## config.mk

```make
export PLATFORM = sky130hd
export DESIGN_NAME = flash_fault_stat
export DESIGN_NICKNAME = d
export VERILOG_FILES = /design/src/rtl/flash_fault_pkg.sv /design/src/rtl/fault_classify.sv /design/src/rtl/w1c_bank.sv /design/src/rtl/flash_fault_stat.sv
export SDC_FILE = /design/constraint.sdc
export NUM_CORES = 1
export LEC_CHECK = 0
export BUFFER_PORTS_ARGS = -buffer_cell sky130_fd_sc_hd__buf_2
export CORE_AREA = 2 2 39 41
export CTS_BUF_LIST = sky130_fd_sc_hd__clkbuf_2
export DETAILED_ROUTE_END_ITERATION = 12
export DIE_AREA = 0 0 41 43
export PLACE_DENSITY = 0.7
export SLEW_MARGIN = 15
export SYNTH_ARGS = -nofsm -noshare
export SYNTH_HDL_FRONTEND = slang
export SYNTH_SLANG_ARGS = --single-unit
```

## constraint.sdc

```tcl
create_clock -name clk -period 0.9 [get_ports clk]
set_input_delay 0.27 -clock clk [delete_from_list [all_inputs] [get_ports clk]]
set_output_delay 0.27 -clock clk [all_outputs]
set_load 0.02 [all_outputs]
```

## src/rtl/flash_fault_pkg.sv

```systemverilog
package flash_fault_pkg;
  localparam int REG_W  = 8;
  localparam int ADDR_W = 2;
  localparam int NFLAG  = 2;
  localparam int NERR   = 2;
  localparam int BIT_SGL  = 0;
  localparam int BIT_DBL  = 1;
  localparam int BIT_BUSY = 7;
  typedef enum logic [ADDR_W-1:0] {
    A_FAULT = 2'd0,
    A_EN    = 2'd1,
    A_STAT  = 2'd2,
    A_NONE  = 2'd3
  } reg_addr_e;
endpackage

```

## src/rtl/fault_classify.sv

```systemverilog
module fault_classify
  import flash_fault_pkg::*;
(
  input  logic             rd_stb,
  input  logic             ecc_sgl,
  input  logic             ecc_dbl,
  input  logic             cmd_busy,
  input  logic             ign_sgl,
  output logic [NFLAG-1:0] set_vec
);
  logic collide, real_dbl, real_sgl;
  always_comb begin
    collide  = rd_stb & cmd_busy;
    real_dbl = rd_stb & ~cmd_busy & ecc_dbl;
    real_sgl = rd_stb & ~cmd_busy & ecc_sgl & ~ecc_dbl;
    set_vec  = '0;
    set_vec[BIT_DBL] = collide | real_dbl;
    set_vec[BIT_SGL] = ~ign_sgl & (collide | real_sgl);
  end
endmodule

```

## src/rtl/w1c_bank.sv

```systemverilog
module w1c_bank #(
  parameter int W = 2
) (
  input  logic         clk,
  input  logic         rst_n,
  input  logic [W-1:0] set_i,
  input  logic [W-1:0] clr_i,
  output logic [W-1:0] q
);
  for (genvar i = 0; i < W; i++) begin : g_bit
    always_ff @(posedge clk) begin
      if (!rst_n)        q[i] <= 1'b0;
      else if (set_i[i]) q[i] <= 1'b1;
      else if (clr_i[i]) q[i] <= 1'b0;
    end
  end
endmodule

```

## src/rtl/flash_fault_stat.sv

```systemverilog
module flash_fault_stat
  import flash_fault_pkg::*;
(
  input  logic              clk,
  input  logic              rst_n,
  input  logic              rd_stb,
  input  logic              ecc_sgl,
  input  logic              ecc_dbl,
  input  logic              cmd_busy,
  input  logic              ign_sgl,
  input  logic [NERR-1:0]   cmd_err_in,
  input  logic [ADDR_W-1:0] reg_addr,
  input  logic              reg_wr,
  input  logic [REG_W-1:0]  reg_wdata,
  output logic [REG_W-1:0]  reg_rdata,
  output logic              irq_sgl,
  output logic              irq_dbl
);
  logic [NFLAG-1:0] fault_set, fault_clr, fault_q;
  logic [NERR-1:0]  err_clr, err_q;
  logic [NFLAG-1:0] en_q;

  fault_classify u_cls (
    .rd_stb  (rd_stb),
    .ecc_sgl (ecc_sgl),
    .ecc_dbl (ecc_dbl),
    .cmd_busy(cmd_busy),
    .ign_sgl (ign_sgl),
    .set_vec (fault_set)
  );

  assign fault_clr = (reg_wr && reg_addr == A_FAULT) ? reg_wdata[NFLAG-1:0] : '0;
  assign err_clr   = (reg_wr && reg_addr == A_STAT)  ? reg_wdata[NERR-1:0]  : '0;

  w1c_bank #(.W(NFLAG)) u_faults (
    .clk(clk), .rst_n(rst_n), .set_i(fault_set), .clr_i(fault_clr), .q(fault_q)
  );

  w1c_bank #(.W(NERR)) u_errs (
    .clk(clk), .rst_n(rst_n), .set_i(cmd_err_in), .clr_i(err_clr), .q(err_q)
  );

  always_ff @(posedge clk) begin
    if (!rst_n)                          en_q <= '0;
    else if (reg_wr && reg_addr == A_EN) en_q <= reg_wdata[NFLAG-1:0];
  end

  always_comb begin
    reg_rdata = '0;
    case (reg_addr)
      A_FAULT: reg_rdata[NFLAG-1:0] = fault_q;
      A_EN:    reg_rdata[NFLAG-1:0] = en_q;
      A_STAT: begin
        reg_rdata[NERR-1:0] = err_q;
        reg_rdata[BIT_BUSY] = cmd_busy;
      end
      default: reg_rdata = '0;
    endcase
  end

  assign irq_sgl = fault_q[BIT_SGL] & en_q[BIT_SGL];
  assign irq_dbl = fault_q[BIT_DBL] & en_q[BIT_DBL];
endmodule

```

Word-level counts from Yosys, hierarchy flattened
Cells that the tools add are included.
{ "totals": {"word_cells": 40, "inputBits": 20, "out_inout_bits": 10, "ff_bits": 6} }
{ "op_classes": {"n_reduce_logical": 8, "bitwise_logic": 13, "n_mux": 12, "n_eq_ne": 2} }
{ "ops": {"columns": ["op", "count"], "rows": [
  ["$mux 1", 9],
  ["$and 1x1->1", 8],
  ["$reduce_bool 2->1", 4],
  ["$pmux 2 s3", 1],
  ["$mux 2", 2],
  ["$logic_and 1x1->1", 3],
  ["$not 1->1", 3],
  ["$eq 2x1->1 const B", 1],
  ["$eq 2x2->1 const B", 1],
  ["$logic_not 2->1", 1],
  ["$or 1x1->1", 2]
]} }

Depth between registers and ports, before layout
Gate-level depths: netlist of the first run.
{ "logic_depth": {"depth_word": 7, "ltp_mapped": 3, "depth_no_buf": 3} }

By module
Synthesis of the first run repeated with hierarchy kept, for this count alone.
{ "unflattened": {"cells_unflattened": 46, "hier_area_um2": 437.9} }
{ "modules_own_cells": {"columns": ["mod", "area_per_inst_um2", "cells_each", "instances"], "rows": [
  ["flash_fault_stat", 245.2, 30, 1],
  ["w1c_bank", 82.6, 6, 2],
  ["fault_classify", 27.5, 4, 1]
]} }

Least setup slack after synthesis of the first run
OpenSTA, ideal clock, no wires.
{ "synth_timing": {"path_type": "reg-to-output", "startpoint": "register en_q[1]", "endpoint": "output reg_rdata[1]", "n_path_buf": 0, "arrival_ns": 0.859, "stages_incl_launch_ff": 3, "slack_ns": -0.229, "cell_sequence": "dfxtp_1 mux2i_1 o21ai_0"} }
{ "synth_between": {"elab_chain_len": 1} }
{ "synth_rtl": {"columns": ["item", "line_no", "source"], "rows": [
  ["from (decl)", "flash_fault_stat.sv:21", "logic [NFLAG-1:0] en_q;"],
  ["from (signal assigned)", "flash_fault_stat.sv:45", "else if (reg_wr && reg_addr == A_EN) en_q <= reg_wdata[NFLAG-1:0];"],
  ["$pmux 2 s3", "flash_fault_stat.sv:50", "case (reg_addr)"],
  ["to (decl)", "flash_fault_stat.sv:15", "output logic [REG_W-1:0] reg_rdata,"]
]} }
No other way between the ends.

Final worst setup path of the first run
{ "layout_timing": {"startpoint": "register en_q[0]", "endpoint": "output reg_rdata[0]"} }
The elaborated chain is that of the path after synthesis.

==> reports/qor.yml, run 1 <==
postCtsSetupRepairBufs: 0
syn_inst: 47
firstDrtPassIters: 3
hold_path_class: "in -> reg"
wl_per_cell_microns: 10.3
drc_errors: 0
grt_max_degree: 11
final_max_slew_viol_count: 0
worstPathRequired_ps: 630
clk_root_buffer_cell: "clkbuf_2"
period_needed_ps: 1200
finalSetupTns_ps: -1110
setup_ws_ps: -298
max_freq_mhz: 835
die_w_microns: 41
layout_commonest_cell: "buf_2"
overflow: 0
setup_viol_count_final: 5
post-route-util_pct: 41.0
vias: 394
insertion_delay_ps: 230
finish.net_count: 92
skew_ps: 0
cts_buffers: 3
cts_buffer_depth: 2
area_growth_pct: 53.9
routed_via_density: 4.58
cp-start-kind: "register"
stdcell_area_sq_um: 568
core_region_area_sq_mm: 0.00138
cts.sinks: 6
dp_hpwl_microns: 657
antenna_found_initial: 0
initial_utilization_pct: 26.7
violations: "negative setup slack"
synth-seq-cells: 6
worstPathArrival_ps: 930
std_cell_rows: 14
ir_drop_mv: 0.450
syn_area_sq_um: 369
gp_congestion: 0.789
power.density_mw_per_mm2: 1190
ioPinCount: 30
insertedDiodeCount: 0
cts_hold_buf: 0
grt_pass1_wl_microns: 1360
leakage_nw: 0.278
drive_above_1_share_pct: 51.4
status: "finished, violations left"
post-route-period-util_pct: 133
hold_ws_ps: 244
die_area_sq_mm: 0.00176
crit_fanout: 3
placed_area_sq_um: 490
syn-mean-instance-area_sq_um: 7.85
grt_use_total_pct: 12.2
htreeDepth: 1
fp.dieH_microns: 43
final_cell_mix: "buf_2 (11), nand2_1 (6), buf_6 (6)"
cts_tree: "done"
ys_seq_area_share_pct: 32.5
grt_pass1_vias: 345
yosys_warnings: 0
n_fill_cell: 139
worstSetupPathType: "reg -> out"
routed_wl_microns: 886
synth_top_area_share_pct: 32.5
hold_viol_final: 0
cp-end-kind: "primary output"
ant_nets: 0
clk_pin_slew_ps: 70
pre_cts_slack_ps: -270
io_buffers: 18
rsz0062_at_grt: "true"
synth_area_leaders: "dfxtp_1 (33%), buf_4 (10%), o21ai_0 (9.5%)"
synth_top_area_cell: "dfxtp_1"
ys_types: 19
maxCapViolations: 0
drt_iter0_drc: 8
==> cell type report <==
cell class | instances | area [sq um] | area share (%)
Multi-Input combinational cell | 36 | 229 | 40.3
Timing Repair Buffer | 22 | 168 | 29.5
Sequential cell | 6 | 125 | 22.0
Tap cell | 16 | 20.0 | 3.52
Clock buffer | 3 | 15.0 | 2.64
Inverter | 3 | 11.3 | 1.98
==> metrics by stage <==
stage / cells / power (mW)
detailed placement: 83 / 0.454
global route: 86 / 0.718
floorplan: 51 / 0.398
CTS: 86 / 0.677
finish: 86 / 0.678
global placement: 83 / 0.452
==> routing by layer <==
layer | vias up | track usage [%] | share of wire, %
li1 | 200 | - | -
met1 | 172 | 14.8 | 43
met2 | 18 | 15.9 | 45
met3 | 4 | 4.71 | 8.1
met4 | 0 | 10.0 | 3.0
met5 | - | 0 | 0
==> sequential cells by signal (all words and copies together), names as in the netlist <==
| name | count |
|---|---|
| u_faults.q | 2 |
| u_errs.q | 2 |
| en_q | 2 |
==> where the power goes <==
| group | internal (mW) | total, mW | leakage, nW | switching, mW |
|---|---|---|---|---|
| combinational | 0.0907 | 0.181 | 0.215 | 0.0898 |
| clock | 0.0906 | 0.202 | 0.0125 | 0.111 |
| sequential | 0.285 | 0.295 | 0.0511 | 0.0104 |
==> Yosys cell counts <==
cell type / n
inv_1: 3
and2_4: 1
and2_2: 1
dfxtp_1: 6
o211ai_1: 1
conb_1: 1
o22ai_1: 1
clkbuf_2: 1
nor4bb_1: 2
nand2_1: 6
and2_1: 2
nand3_1: 2
a31oi_1: 2
nand3b_1: 2
mux2i_1: 2
buf_4: 5
o21ai_0: 7
a21oi_1: 1
nor2b_2: 1
==> cell families (layout without fill, tap and decap cells) <==
| family | after synthesis | in the layout | share of synthesized area [%] |
|---|---|---|---|
| simple gates | 17 | 17 | 28.5 |
| flops | 6 | 6 | 32.5 |
| buf+inv | 9 | 28 | 14.6 |
| other cells | 1 | 5 | 1.02 |
| mux | 2 | 2 | 5.42 |
| compound gates | 12 | 12 | 18.0 |
==> final timing paths <==
kind,endpoint,depth (start not counted),slack (ps),from
setup / recovery,reg_rdata[0],3,-300,en_q[0]$_SDFFE_PN0P_
hold / removal,u_errs.q[1]$_SDFFE_PN0P_,2,240,reg_wdata[1]
setup reg to reg,u_faults.q[1]$_SDFFE_PN0P_,3,240,u_faults.q[1]$_SDFFE_PN0P_
hold reg to reg,en_q[1]$_SDFFE_PN0P_,2,480,en_q[1]$_SDFFE_PN0P_
==> timing repair <==
action	in CTS	in global routing
pin swaps	1	2
setup endpoints to repair	5	5
resized for setup	20	1
==> worst max-delay path, stage by stage, from the launching register on <==
cell and delay [ps]:
dfxtp_2 330, mux2i_1 170, o21ai_2 70, buf_6 130
No activity file was read; power rests on OpenSTA's default activity.
==> run 2: changes to the inputs <==
Settings changed: GPL_TIMING_DRIVEN from default to 0, RECOVER_POWER from default to 50.
==> reports/qor.yml, run 2 (same netlist as run 1, synthesis figures left out) <==
skew_ps: 0  # unchanged
die_w_microns: 41  # unchanged
area_growth_pct: 66.1  # was 53.9%
n_fill_cell: 152  # was 139
insertedDiodeCount: 0  # unchanged
max_stage_delay_ps: 320  # was 330 ps
layout_commonest_cell: "buf_2"  # unchanged
path_cells: "mux2i_1 -> o21ai_2 -> buf_6"  # unchanged
routed_wl_microns: 1010  # was 886 microns
leakage_nw: 0.303  # was 0.278 nW
htreeDepth: 1  # unchanged
violations: "negative setup slack"  # unchanged
dr_wl_met3_microns: 87  # was 72 microns
dp_hpwl_microns: 658  # was 657 microns
hold_ws_ps: 254  # was 244 ps
r2r_setup_slack_ps: 260  # was 240 ps
routed_via_density: 4.57  # was 4.58
ant_nets: 0  # unchanged
vias: 411  # was 394
rsz0062_at_grt: "true"  # unchanged
io_buffers: 17  # was 18
crit_fanout: 3  # unchanged
cts_tree: "done"  # unchanged
clk_pin_slew_ps: 70  # about the same
post-route-period-util_pct: 136  # was 133%
die_area_sq_mm: 0.00176  # unchanged
stdcell_area_sq_um: 613  # was 568 sq um
ir_drop_mv: 0.580  # was 0.450 mV
wl_met1_microns: 384  # was 385 microns
worstSetupPathType: "reg -> out"  # unchanged
antenna_found_initial: 0  # unchanged
reg.largest.list: "en_q (2), u_errs.q (2), u_faults.q (2)"  # unchanged
setup_viol_count_final: 5  # unchanged
drt_iter0_drc: 6  # was 8
cp-end-kind: "primary output"  # unchanged
worstPathArrival_ps: 950  # was 930 ps
cts_hold_buf: 0  # unchanged
ioPinCount: 30  # unchanged
clk_root_buffer_cell: "clkbuf_2"  # unchanged
wl_met2_microns: 527  # was 401 microns
hold_viol_final: 0  # unchanged
fp.dieH_microns: 43  # unchanged
grt_pass1_vias: 405  # was 345
power.density_mw_per_mm2: 1130  # was 1190 mW/mm^2
post-route-util_pct: 44.3  # was 41.0%
crit_buf_inv: 1  # unchanged
core_region_area_sq_mm: 0.00138  # unchanged
maxCapViolations: 0  # unchanged
std_cell_rows: 14  # unchanged
placed_area_sq_um: 498  # was 490 sq um
highest_layer: "met4"  # unchanged
period_needed_ps: 1220  # was 1200 ps
final_cell_mix: "buf_2 (10), buf_6 (7), nand2_1 (6), buf_4 (6), conb_1 (5)"  # was buf_2 (11), nand2_1 (6), buf_6 (6)
status: "finished, violations left"  # unchanged
drive_above_1_share_pct: 54.1  # was 51.4%
wl_per_cell_microns: 11.2  # was 10.3 microns
worstPathRequired_ps: 630  # about the same
setup_ws_ps: -324  # was -298 ps
cp-start-kind: "register"  # unchanged
cts_buffer_depth: 2  # unchanged
grt_max_degree: 11  # unchanged
grt_use_total_pct: 13.8  # was 12.2%
slowest_stage: "dfxtp_2"  # unchanged
hold_path_class: "in -> reg"  # unchanged
initial_utilization_pct: 26.7  # unchanged
overflow: 0  # unchanged
drc_errors: 0  # unchanged
insertion_delay_ps: 220  # was 230 ps
max_freq_mhz: 817  # was 835 MHz
gp_congestion: 0.764  # was 0.789
firstDrtPassIters: 4  # was 3
final_max_slew_viol_count: 0  # unchanged
crit_family: "flip-flops"  # unchanged
cts_buffers: 3  # unchanged
power_uw: 695  # was 678 uW
finish.net_count: 96  # was 92
grt_pass1_wl_microns: 1580  # was 1360 microns
finalSetupTns_ps: -1150  # was -1110 ps
cts.sinks: 6  # unchanged
==> run 2: changes by cell type in the layout (fill, tap and decap cells not counted), sizes merged <==
cell	change
buf	+3
clkbuf	+1
==> run 2: cell type report <==
cell class	count	area (sq um)	area share (%)
Sequential cell	6	125	20.4
Clock buffer	3	15.0	2.45
Tap cell	16	20.0	3.27
Timing Repair Buffer	20	166	27.1
Multi-Input combinational cell	36	233	38.0
Inverter	3	11.3	1.84
Buffer	6	42.5	6.94
==> run 2: metrics by stage <==
stage	setup WS, ps	instances
after CTS	-297	90
after global routing	-371	90
after floorplan	10.6	51
final	-324	90
after global placement	-334	84
after detailed placement	-336	84
==> run 2: worst paths after layout <==
kind | start | end | depth (start not counted)
max | en_q[0]$_SDFFE_PN0P_ | reg_rdata[0] | 3
min reg2reg | en_q[0]$_SDFFE_PN0P_ | en_q[0]$_SDFFE_PN0P_ | 2
min | reg_wdata[0] | u_errs.q[0]$_SDFFE_PN0P_ | 2
max reg2reg | u_errs.q[0]$_SDFFE_PN0P_ | u_errs.q[0]$_SDFFE_PN0P_ | 2
==> run 2: what timing repair did <==
| item | 4_1_cts | 5_1_grt |
|---|---|---|
| endpoints found under the setup margin | 5 | 9 |
| pin swaps | 4 | 1 |
| gates resized for setup | 22 | 6 |
| setup buffers | 3 | 0 |
==> run 2: metal layers <==
metal | GRT usage (%) | vias up
li1 | - | 208
met2 | 19.4 | 22
met3 | 6.28 | 2
met1 | 16.7 | 179
met5 | 0 | -
met4 | 8.00 | 0
==> run 2: where the power goes <==
group | switching (mW) | internal (mW) | leakage [nW] | total, mW
sequential | 0.0104 | 0.285 | 0.0511 | 0.296
combinational | 0.0974 | 0.107 | 0.240 | 0.204
clock | 0.105 | 0.0904 | 0.0125 | 0.195
total | 0.212 | 0.483 | 0.303 | 0.695
